File: config.mk
export PLATFORM = sky130hd
export DESIGN_NAME = pam6SubsetDetector
export DESIGN_NICKNAME = d
export VERILOG_FILES = /design/src/rtl/pam6SubsetPkg.sv /design/src/rtl/pam6LineSlicer.sv /design/src/rtl/pam6PairDecode.sv /design/src/rtl/pam6Control.sv /design/src/rtl/pam6Datapath.sv /design/src/rtl/pam6SubsetDetector.sv
export SDC_FILE = /design/constraint.sdc
export NUM_CORES = 1
export LEC_CHECK = 0
export CAP_MARGIN = 20
export CORE_ASPECT_RATIO = 0.8
export CORE_UTILIZATION = 50
export CTS_BUF_LIST = sky130_fd_sc_hd__clkbuf_16
export CTS_CLUSTER_SIZE = 28
export DETAILED_ROUTE_END_ITERATION = 16
export PLACE_DENSITY = 0.72
export SYNTH_ARGS = -nofsm -noshare
export SYNTH_HDL_FRONTEND = slang
export SYNTH_SLANG_ARGS = --single-unit
File: constraint.sdc
create_clock -name clk -period 1.55 [get_ports clk]
set_input_delay 0.31 -clock clk [delete_from_list [all_inputs] [get_ports clk]]
set_output_delay 0.31 -clock clk [all_outputs]
set_load 0.05 [all_outputs]
File: src/rtl/pam6SubsetPkg.sv
package pam6SubsetPkg;
  localparam int NUM_LINES = 4;
  localparam int NUM_PAIRS = NUM_LINES / 2;
  localparam int PAIR_BITS = 3;
  localparam int DATA_W    = NUM_PAIRS * PAIR_BITS + 1;

  // Thermometer code of one line slice: bit1 = lower threshold met,
  // bit0 = upper threshold met. 00 -> index 0, 10 -> 1, 11 -> 2.
  typedef logic [1:0] thermo_t;

  typedef struct packed {
    logic ldStage1;
    logic ldStage2;
  } strobe_t;
endpackage

File: src/rtl/pam6LineSlicer.sv
module pam6LineSlicer #(
  parameter int SAMPLE_W = 6,
  parameter int UNIT     = 1,
  localparam int TERM_W  = SAMPLE_W + 3
) (
  input  logic signed [SAMPLE_W-1:0] sample,
  output logic [1:0]                 thermoA,
  output logic [1:0]                 thermoB,
  output logic signed [TERM_W-1:0]   term
);
  localparam logic signed [TERM_W-1:0] U1 = TERM_W'(UNIT);
  localparam logic signed [TERM_W-1:0] U2 = TERM_W'(2 * UNIT);
  localparam logic signed [TERM_W-1:0] U3 = TERM_W'(3 * UNIT);
  localparam logic signed [TERM_W-1:0] U4 = TERM_W'(4 * UNIT);

  logic signed [TERM_W-1:0] xe;
  logic geAlo, geBlo, geAhi, geBhi;

  assign xe = TERM_W'(sample);

  // Four comparators serve both the slicers and the distance term.
  assign geAlo = (xe >= -U3);
  assign geBlo = (xe >= -U1);
  assign geAhi = (xe >= U1);
  assign geBhi = (xe >= U3);

  assign thermoA = {geAlo, geAhi};
  assign thermoB = {geBlo, geBhi};

  // One quarter of (distance to nearest A)^2 - (distance to nearest B)^2.
  always_comb begin
    if (!geAlo)      term = xe + U4;
    else if (!geBlo) term = -xe - U2;
    else if (!geAhi) term = xe;
    else if (!geBhi) term = -xe + U2;
    else             term = xe - U4;
  end
endmodule

File: src/rtl/pam6PairDecode.sv
module pam6PairDecode
  import pam6SubsetPkg::*;
(
  input  thermo_t              first,
  input  thermo_t              second,
  output logic [PAIR_BITS-1:0] code,
  output logic                 bad
);
  always_comb begin
    bad  = 1'b0;
    code = '0;
    unique case ({first, second})
      4'b0000: bad  = 1'b1;
      4'b0010: code = 3'b000;
      4'b0011: code = 3'b001;
      4'b1011: code = 3'b011;
      4'b1010: code = 3'b010;
      4'b1000: code = 3'b110;
      4'b1100: code = 3'b111;
      4'b1110: code = 3'b101;
      4'b1111: code = 3'b100;
      default: code = '0;
    endcase
  end
endmodule

File: src/rtl/pam6Control.sv
module pam6Control
  import pam6SubsetPkg::*;
(
  input  logic    clk,
  input  logic    rstN,
  input  logic    inValid,
  output strobe_t strobe,
  output logic    outValid
);
  logic s1Valid;

  always_ff @(posedge clk or negedge rstN) begin
    if (!rstN) begin
      s1Valid  <= 1'b0;
      outValid <= 1'b0;
    end else begin
      s1Valid  <= inValid;
      outValid <= s1Valid;
    end
  end

  assign strobe.ldStage1 = inValid;
  assign strobe.ldStage2 = s1Valid;

  a_r1_valid_two_cycles: assert property (@(posedge clk) disable iff (!rstN)
    inValid |=> ##1 outValid);
  a_r1_no_spurious_valid: assert property (@(posedge clk) disable iff (!rstN)
    !inValid |=> ##1 !outValid);
endmodule

File: src/rtl/pam6Datapath.sv
module pam6Datapath
  import pam6SubsetPkg::*;
#(
  parameter int SAMPLE_W = 6,
  parameter int UNIT     = 1
) (
  input  logic                            clk,
  input  logic                            rstN,
  input  strobe_t                         strobe,
  input  logic [NUM_LINES*SAMPLE_W-1:0]   inSamples,
  output logic [DATA_W-1:0]               outData,
  output logic                            outBad
);
  localparam int TERM_W = SAMPLE_W + 3;
  localparam int SUM_W  = TERM_W + $clog2(NUM_LINES);
  localparam int WORD_W = NUM_PAIRS * PAIR_BITS;

  thermo_t                  thA  [NUM_LINES];
  thermo_t                  thB  [NUM_LINES];
  thermo_t                  thAR [NUM_LINES];
  thermo_t                  thBR [NUM_LINES];
  logic signed [TERM_W-1:0] termW [NUM_LINES];
  logic signed [SUM_W-1:0]  sumNext, sumR;

  for (genvar g = 0; g < NUM_LINES; g++) begin : gLine
    pam6LineSlicer #(.SAMPLE_W(SAMPLE_W), .UNIT(UNIT)) uSlice (
      .sample  (inSamples[g*SAMPLE_W +: SAMPLE_W]),
      .thermoA (thA[g]),
      .thermoB (thB[g]),
      .term    (termW[g])
    );
  end

  always_comb begin
    sumNext = '0;
    for (int k = 0; k < NUM_LINES; k++) sumNext = sumNext + SUM_W'(termW[k]);
  end

  always_ff @(posedge clk or negedge rstN) begin
    if (!rstN) begin
      for (int k = 0; k < NUM_LINES; k++) begin
        thAR[k] <= '0;
        thBR[k] <= '0;
      end
      sumR <= '0;
    end else if (strobe.ldStage1) begin
      for (int k = 0; k < NUM_LINES; k++) begin
        thAR[k] <= thA[k];
        thBR[k] <= thB[k];
      end
      sumR <= sumNext;
    end
  end

  // Stage 2: group decision, pair decode for both groups, selection.
  logic              pickB;
  logic [WORD_W-1:0] wordA, wordB, wordSel;
  logic [NUM_PAIRS-1:0] badA, badB;

  assign pickB = (sumR > 0);

  for (genvar p = 0; p < NUM_PAIRS; p++) begin : gPair
    pam6PairDecode uDecA (
      .first  (thAR[2*p]),
      .second (thAR[2*p+1]),
      .code   (wordA[p*PAIR_BITS +: PAIR_BITS]),
      .bad    (badA[p])
    );
    pam6PairDecode uDecB (
      .first  (thBR[2*p]),
      .second (thBR[2*p+1]),
      .code   (wordB[p*PAIR_BITS +: PAIR_BITS]),
      .bad    (badB[p])
    );
  end

  for (genvar b = 0; b < WORD_W; b++) begin : gMux
    assign wordSel[b] = pickB ? wordB[b] : wordA[b];
  end

  always_ff @(posedge clk or negedge rstN) begin
    if (!rstN) begin
      outData <= '0;
      outBad  <= 1'b0;
    end else if (strobe.ldStage2) begin
      outData <= {pickB, wordSel};
      outBad  <= pickB ? (|badB) : (|badA);
    end
  end

  a_r5_bad_pair_zero: assert property (@(posedge clk) disable iff (!rstN)
    outBad |-> (outData[2:0] == 3'b000 || outData[5:3] == 3'b000));
endmodule

File: src/rtl/pam6SubsetDetector.sv
module pam6SubsetDetector
  import pam6SubsetPkg::*;
#(
  parameter int SAMPLE_W = 6,
  parameter int UNIT     = 1
) (
  input  logic                          clk,
  input  logic                          rstN,
  input  logic                          inValid,
  input  logic [4*SAMPLE_W-1:0]         inSamples,
  output logic                          outValid,
  output logic [6:0]                    outData,
  output logic                          outBad
);
  strobe_t strobe;

  pam6Control uCtrl (
    .clk      (clk),
    .rstN     (rstN),
    .inValid  (inValid),
    .strobe   (strobe),
    .outValid (outValid)
  );

  pam6Datapath #(.SAMPLE_W(SAMPLE_W), .UNIT(UNIT)) uDp (
    .clk       (clk),
    .rstN      (rstN),
    .strobe    (strobe),
    .inSamples (inSamples),
    .outData   (outData),
    .outBad    (outBad)
  );

  a_r6_hold_between: assert property (@(posedge clk) disable iff (!rstN)
    !outValid |-> ($stable(outData) && $stable(outBad)));
  a_r5_flag_needs_symbol: assert property (@(posedge clk) disable iff (!rstN)
    $rose(outBad) |-> outValid);
endmodule

==> metrics.cfg, run 1 <==
[yosys]
synth.avg_cell_area_um2=7.88
synth_top_family_by_area=compound AO/OA/AOI/OAI gates
yosys_warnings=0
syn_inst=650
ys_seq_area_share_pct=18.1
netlist_area_mm2=0.00512
ys_async_sr_fraction_pct=100
synth_nets=741
synth-compound-area-share_pct=24.3
synth_cell_type_count=70
synth_ff_type=dfrtp_1
ys_ff_latch=37
synth_adder_area_share_pct=18.4
synth_mux_area_share_pct=5.25
synthXorXnorAreaFrac_pct=6.84
yosys.area_share.simple_pct=19.6
synth-edff-count=0

[grt]
grtUsageTotal_pct=72.2
grt_max_degree=32
grt.overflow.total=1

[place]
port_buffers=35
dp_cells=996
place_congestion=1.02
place_hpwl_mm=13.9

[clocking]
htreeDepth=2
cts-buffers-inserted=5
clkSinkCount=37
clockRootBuffer=clkbuf_16
cts.path.max_buffers=2

[floorplan]
initial_utilization_pct=52.2
io_pins=36
fp.dieH_um=92.6
chipWidth_um=115
num_rows=32

[outcome]
stop_error=[ERROR GRT-0232] Routing congestion too high. Check the congestion heatmap in the GUI.
status=stopped before the end
haltStage=global routing (5_1_grt)

[sta]
worst_endpoint=uDp.sumR[8]$_DFFE_PN0P_/D
endpoint_type=sequential cell input

cell families after synthesis:
family          count (synthesis)
compound gates                194
xor+xnor                       37
fa+ha+maj                      64
buf+inv                        96
flops                          37
mux                            25
simple gates                  197
synthesized netlist by cell type, drive strengths merged, types with 4 or more instances:
cell	n	area share (%)
nor4	11	1.3
xor2	8	1.5
nor3b	4	0.59
mux2	15	3.3
mux2i	10	2.0
a31o	4	0.68
inv	69	5.1
a2111oi	4	0.93
nand4	4	0.49
or3	10	1.4
o22ai	5	0.61
nor3	17	2.0
nand3	12	1.2
and3	6	0.73
and4	4	0.68
and2	4	0.49
ha	45	11
buf	13	1.4
a21boi	4	0.59
nand2	54	4.0
o211ai	4	0.59
clkbuf	14	1.0
fa	19	7.4
a21o	8	1.2
a31oi	18	2.2
a211oi	9	1.4
nand2b	9	1.1
xnor2	29	5.3
a21oi	53	5.2
nor2b	13	1.6
nor2	42	3.1
o21ai	47	4.6
dfrtp	37	18
o21a	6	0.88
routing by layer:
layer,global-route usage [%],GRT overflow
met3,59.3,0
met1,73.1,0
met5,14.4,0
met4,67.6,0
met2,88.9,1
per-stage QoR:
step / TNS, ns / util, % / setup WS, ns / cell area, um^2
after CTS: -22.69 / 89.7 / -2.64 / 8800
after detailed placement: -40.96 / 75.8 / -3.53 / 7430
after global placement: -38.66 / 75.8 / -3.44 / 7430
after floorplan: -22.70 / - / -2.55 / 5450
timing repair:
item,CTS
pin swaps,98
endpoints found under the hold margin,17
hold buffers,1
endpoints found under the setup margin,34
setup buffers,36
gates resized for setup,290
==> inputs of run 2 (changes only) <==
- CORE_ASPECT_RATIO: 0.8 -> default
- CORE_UTILIZATION: 50 -> 35
- CTS_BUF_LIST: sky130_fd_sc_hd__clkbuf_16 -> default
- CTS_CLUSTER_SIZE: 28 -> default
- PLACE_DENSITY: 0.72 -> default
- PLACE_DENSITY_LB_ADDON: default -> 0.15
- clock period: 1.55 -> 2 ns (I/O delays scaled with it)
==> run 2 against run 1 <==
  * The flow now finishes, with violations (negative setup slack)
  * Area after synthesis unchanged
  * Synthesized cell count unchanged
==> metrics.cfg, run 2 <==
[clocking]
htreeDepth=2  ; unchanged
cts-buffers-inserted=5  ; unchanged
clkSinkCount=37  ; unchanged
cts.path.max_buffers=2  ; unchanged
clockRootBuffer=clkbuf_16  ; unchanged
cts_tree=built
clock_latency_ns=0.28
clkSlewWorstSetupHoldPaths_ns=0.05

[route]
ant_nets=0
drc=0
drt_iter0_drc=342
first_pass_iters=4
wl_per_cell_um=15.9
vias_per_cell=5.27
drt_wl_total_mm=17.5
vias=5791

[floorplan]
io_pins=36  ; unchanged
chipWidth_um=123  ; was 115 um
num_rows=43  ; was 32
initial_utilization_pct=36.4  ; was 52.2%
fp.dieH_um=123  ; was 92.6 um
die_area_mm2=0.0151
core-area_mm2=0.0141

[sta]
slew_violations=0
whs_ns=0.211
finalCritPeriodShare_pct=208
setup_viol=10
tightest_slew_ns=0.807
max_freq_ghz=0.240
worst_slack_ns=-2.16
slew_headroom_pct=46.2
clock_skew_ns=0.00371
fin_crit_ns=4.16
rsz0062_at_grt=true
hold_viol=0

[yosys]
ys_ff_latch=37  ; unchanged
synthTopCellsByArea=dfrtp_1, ha_1, fa_1  ; unchanged
synth_cell_type_count=70  ; unchanged
ys_async_sr_fraction_pct=100  ; unchanged
synth-edff-count=0  ; unchanged
yosys_warnings=0  ; unchanged
synth_ff_type=dfrtp_1  ; unchanged
ys_seq_area_share_pct=18.1  ; unchanged
synth.avg_cell_area_um2=7.88  ; unchanged
synth_most_common_cell=inv_1  ; unchanged
synth_common_cells=inv_1, nand2_1, a21oi_1  ; unchanged
netlist_area_mm2=0.00512  ; unchanged
yosysTopAreaCell=dfrtp_1  ; unchanged
synth_nets=741  ; unchanged
syn_inst=650  ; unchanged
synth_top_area_share_pct=18.1  ; unchanged

[critical_path]
critPathKind=in -> reg
critPathBufInv=4
cp.required_ns=2.16
startpoint_type=input port
slowest_delay_ns=0.52
cp-end-kind=flop
cpMostUsedCell=fa_1
critPathMaxFanout=4
critical_path_arrival_ns=4.33
critPathSlowestCell=fa_1
crit_path_cell_trace=buf_8 > buf_6 > or3_4 > xnor2_4 > or3b_4 > xnor2_2 > o311a_1 > fa_1 > inv_1 > fa_1 > inv_2 > ha_4 > and4_1 > a211oi_2 > o21ai_2 > xor2_1 > mux2_2
cp_top_family=adder cells

[grt]
grtUsageTotal_pct=23.7
met3_usage_pct=2.81
grt_pass1_wl_mm=28.5
use_met2_pct=41.3
use_met1_pct=31.1
busiest_layer=met2
grt_max_degree=42
grt_pass1_vias=5795
antenna_found_initial=0
grt.overflow.total=0

[layout]
final_layout_size_suffix_gt1_share_pct=52.0
most-common-layout-cells=buf_4, inv_1, nand2_1
largest_reg_flops=11
area_growth_pct=73.1
fill_cells=1182
diodes=0
layout_commonest_cell=buf_4
top_register=uDp.sumR
final_util_pct=62.9
reg_top3=uDp.sumR: 11 flops, uDp.thAR: 8 flops, uDp.thBR: 8 flops
final_nets=1008

[job]
maxCapViolCount=0

[power_and_ir_drop]
ir_drop_mv=0.510
p_leak_nw=3.91
powerDensity_mw_per_mm2=752
power_mw=6.67

[place]
port_buffers=35  ; unchanged
place_hpwl_mm=13.1  ; was 13.9 mm
place_congestion=0.971  ; was 1.02

[min_path]
hold_class=in -> async

[outcome]
status=finished with violations  ; was stopped before the end
violations=negative setup slack

run 2: cell counts after synthesis:
No cell type changed its count.
run 2: worst register-to-register path, stage by stage (launching register included):
cell      delay (ns)
dfrtp_1         0.39
nor4_1          0.41
a31oi_1         0.14
buf_4           0.21
o311ai_0        0.36
o21ai_0         0.15
run 2: power breakdown:
group          total, mW  switching, mW  internal [mW]
Combinational       4.82           2.32           2.51
Clock              0.737          0.280          0.457
Sequential          1.11          0.143          0.964
run 2: final timing paths:
kind | cells past startpoint | endpoint | slack (ns) | from
max | 17 | uDp.sumR[8]$_DFFE_PN0P_ | -2.16 | inSamples[8]
min | 1 | uDp.sumR[1]$_DFFE_PN0P_ | 0.21 | rstN
max reg2reg | 5 | uDp.outBad$_DFFE_PN0P_ | 0.21 | uDp.sumR[1]$_DFFE_PN0P_
min reg2reg | 1 | uDp.sumR[3]$_DFFE_PN0P_ | 0.51 | uDp.sumR[3]$_DFFE_PN0P_
max in group asynchronous | 1 | uDp.outData[5]$_DFFE_PN0P_ | 1.28 | rstN
min in group clk | 1 | uDp.sumR[3]$_DFFE_PN0P_ | 0.51 | uDp.sumR[3]$_DFFE_PN0P_
run 2: final cells by class:
cell class	count	area, um^2	area share [%]
multi-input cells	517	4950	55.8
repair buffers	287	2340	26.4
flip-flops and latches	37	926	10.4
inverters	69	293	3.30
well taps	180	225	2.54
clock buffers	6	129	1.45
clock inverters	2	10.0	0.113
run 2: cell families (layout without fill, tap and decap cells):
group,Yosys count,count (layout),synth area share [%]
adders and majority gates,64,64,18.4
xor gates and xnor gates,37,37,6.84
DFF,37,37,18.1
muxes,25,25,5.25
buffers and inverters,96,364,7.52
AOI/OAI and AO/OA,194,194,24.3
and+or+nand+nor,197,197,19.6
run 2: what timing repair did:
item	in CTS	in global routing
pin swaps	90	31
hold buffers	0	0
resized for setup	230	62
buffers inserted	41	10
setup endpoints to repair	15	11
run 2: routing by layer:
metal	vias to the layer above	wire, um
li1	2862	-
met1	2790	7850
met2	111	8780
met3	28	498
met4	0	329
met5	-	0
run 2: per-stage QoR:
stage	std cells	worst slack [ns]	cell area [um^2]	TNS, ns
final	1098	-2.16	8870	-18.98
after global routing	1098	-2.30	8870	-20.06
after CTS	1091	-2.16	8530	-18.66
after detailed placement	1043	-3.12	7410	-31.09
after global placement	1043	-3.06	7410	-30.14
after floorplan	650	-2.19	5440	-19.10
(Power assumes the default switching activity.)
==> inputs of run 3 (changes only) <==
- CELL_PAD_IN_SITES_DETAIL_PLACEMENT: default -> 1
- CELL_PAD_IN_SITES_GLOBAL_PLACEMENT: default -> 1
- CORE_ASPECT_RATIO: default -> 2
==> run 3 against run 2 <==
  * The flow still finishes with violations (negative setup slack)
  * Power up 8.9%
  * Hold slack worse by 0.17 ns
  * Largest cell class unchanged
  * Die area up 0.20%
  * Largest power group unchanged
  * Setup slack worse by 0.45 ns
  * Via count up 6.0%
  * Critical path type unchanged
  * Clock skew about the same
  * Final cell count about the same
  * Clock power up 26%
  * Routed wire length up 40%
  * Critical endpoint unchanged
==> metrics.cfg, run 3 (same netlist as run 2, synthesis figures left out) <==
[sta]
rsz0062_at_grt=true  ; unchanged
tightest_slew_ns=0.498  ; was 0.807 ns
max_freq_ghz=0.217  ; was 0.240 GHz
slew_headroom_pct=66.7  ; was 46.2%
clock_skew_ns=0.00408  ; was 0.00371 ns
finalCritPeriodShare_pct=231  ; was 208%
fin_crit_ns=4.61  ; was 4.16 ns
setup_tns_ns=-20.87  ; was -18.98 ns
setup_viol=10  ; unchanged
worst_slack_ns=-2.61  ; was -2.16 ns
hold_viol=0  ; unchanged
slew_violations=0  ; unchanged

[clocking]
clock_latency_ns=0.29  ; was 0.28 ns
clkSinkCount=37  ; unchanged
cts-buffers-inserted=5  ; unchanged
cts_tree=built  ; unchanged
clkSlewWorstSetupHoldPaths_ns=0.06  ; was 0.05 ns
clockRootBuffer=clkbuf_16  ; unchanged
htreeDepth=2  ; unchanged
cts.path.max_buffers=2  ; unchanged

[grt]
grt.overflow.total=0  ; unchanged
grt_pass1_vias=6985  ; was 5,795
grtUsageTotal_pct=31.5  ; was 23.7%
grt_max_degree=42  ; unchanged
grt_pass1_wl_mm=36.2  ; was 28.5 mm
antenna_found_initial=0  ; unchanged

[critical_path]
startpoint=inSamples[20]  ; was inSamples[8]
worstReg2RegStart=uDp.sumR[0]$_DFFE_PN0P_  ; was uDp.sumR[1]$_DFFE_PN0P_
endpoint=uDp.sumR[8]$_DFFE_PN0P_  ; unchanged
cp-end-kind=flop  ; unchanged
r2r_end=uDp.outBad$_DFFE_PN0P_  ; unchanged
critPathKind=in -> reg  ; unchanged
critical_path_arrival_ns=4.78  ; was 4.33 ns
r2r_setup_slack_ns=0.33  ; was 0.21 ns
cp.required_ns=2.17  ; was 2.16 ns
rr_worst_depth=5  ; unchanged
startpoint_type=input port  ; unchanged
critPathMaxFanout=8  ; was 4

[layout]
top_register=uDp.sumR  ; unchanged
final_util_pct=62.7  ; was 62.9%
reg_top3=uDp.sumR: 11 flops, uDp.thAR: 8 flops, uDp.thBR: 8 flops  ; unchanged
final_cells=1097  ; was 1,098
largest_reg_flops=11  ; unchanged
diodes=0  ; unchanged
final_nets=995  ; was 1,008
final_layout_size_suffix_gt1_share_pct=51.9  ; was 52.0%
layout_commonest_cell=buf_4  ; unchanged
area_growth_pct=75.4  ; was 73.1%
most-common-layout-cells=buf_4, nand2_1, inv_1  ; was buf_4, inv_1, nand2_1

[place]
place_congestion=0.981  ; was 0.971
dp_slack_ns=-3.26  ; was -3.12 ns
dp_cells=1047  ; was 1,043
place_hpwl_mm=17.5  ; was 13.1 mm
port_buffers=35  ; unchanged

[floorplan]
fp.dieH_um=173  ; was 123 um
initial_utilization_pct=35.7  ; was 36.4%
io_pins=36  ; unchanged
core-area_mm2=0.0144  ; was 0.0141 mm^2
chipWidth_um=87.6  ; was 123 um
num_rows=62  ; was 43
die_area_mm2=0.0152  ; was 0.0151 mm^2

[outcome]
violations=negative setup slack  ; unchanged
status=finished with violations  ; unchanged

[power_and_ir_drop]
powerDensity_mw_per_mm2=807  ; was 752 mW/mm^2
p_leak_nw=3.91  ; about the same
ir_drop_mv=0.428  ; was 0.510 mV

[route]
wl_per_cell_um=22.3  ; was 15.9 um
drt_iter0_drc=171  ; was 342
ant_nets=0  ; unchanged
vias=6136  ; was 5,791
drt_wl_total_mm=24.5  ; was 17.5 mm
first_pass_iters=4  ; unchanged
drc=0  ; unchanged
vias_per_cell=5.59  ; was 5.27

[job]
maxCapViolCount=0  ; unchanged

[min_path]
hold_class=in -> async  ; unchanged

run 3: metal layers:
metal	routed length, um	share of wire (%)	up-vias	GRT usage (%)
met1	7700	32	3035	26.9
li1	-	-	2825	-
met4	2090	8.5	0	21.3
met2	14100	58	165	64.0
met3	522	2.1	111	2.67
met5	0	0	-	0
run 3: where the power goes:
| part | internal [mW] | switching (mW) |
|---|---|---|
| registers | 0.964 | 0.165 |
| clock network | 0.622 | 0.309 |
| logic | 2.58 | 2.62 |
run 3: critical path, stage by stage:
cell	delay [ns]
buf_2	0.14
buf_6	0.16
or3_1	0.41
nor3_1	0.36
a211o_1	0.22
nor3b_1	0.07
o21ai_0	0.31
o41ai_1	0.16
buf_4	0.16
fa_1	0.54
inv_1	0.07
fa_1	0.53
inv_1	0.06
ha_4	0.28
buf_4	0.15
nand4_1	0.12
o21ai_2	0.22
xor2_1	0.12
mux2_2	0.29
run 3: cell type report:
type                       instances  area (um^2)
multi-input combinational        517         5020
timing repair buffer             274         2320
inverter                          69          308
fill                            1582         5360
tap                              192          240
sequential                        37          926
clock inverter                     2         37.5
clock buffer                       6          139
run 3: timing repair:
item,CTS,global route
cloned,0,0
endpoints found under the setup margin,13,11
hold buffers,0,0
resized for setup,243,87
setup buffers,35,12
pin swaps,80,38
run 3: worst min-delay path by stage:
stage	start	end	depth (start not counted)	slack [ns]
final	rstN	uDp.thAR[4]$_DFFE_PN0P_	1	0.04
after global routing	rstN	uDp.thAR[4]$_DFFE_PN0P_	1	0.05
after CTS	rstN	uDp.thAR[4]$_DFFE_PN0P_	1	0.05
after detailed placement	rstN	uDp.thBR[6]$_DFFE_PN0P_	1	0.35
after global placement	rstN	uDp.thBR[6]$_DFFE_PN0P_	1	0.34
after floorplan	rstN	uCtrl.outValid$_DFF_PN0_	0	0.10
run 3: stage by stage:
step | power (mW) | area (um^2) | hold slack (ns)
5_1_grt | 7.64 | 8990 | 0.0538
3_5_place_dp | 5.00 | 7380 | 0.346
2_1_floorplan | 3.44 | 5440 | 0.104
4_1_cts | 6.70 | 8570 | 0.0469
3_3_place_gp | 4.79 | 7380 | 0.336
6_report | 7.26 | 8990 | 0.0382
==> inputs of run 4 (changes only) <==
- CTS_CLUSTER_DIAMETER: default -> 200
==> results of run 4 <==
Final layout, timing and power as in run 3 (identical DEF).
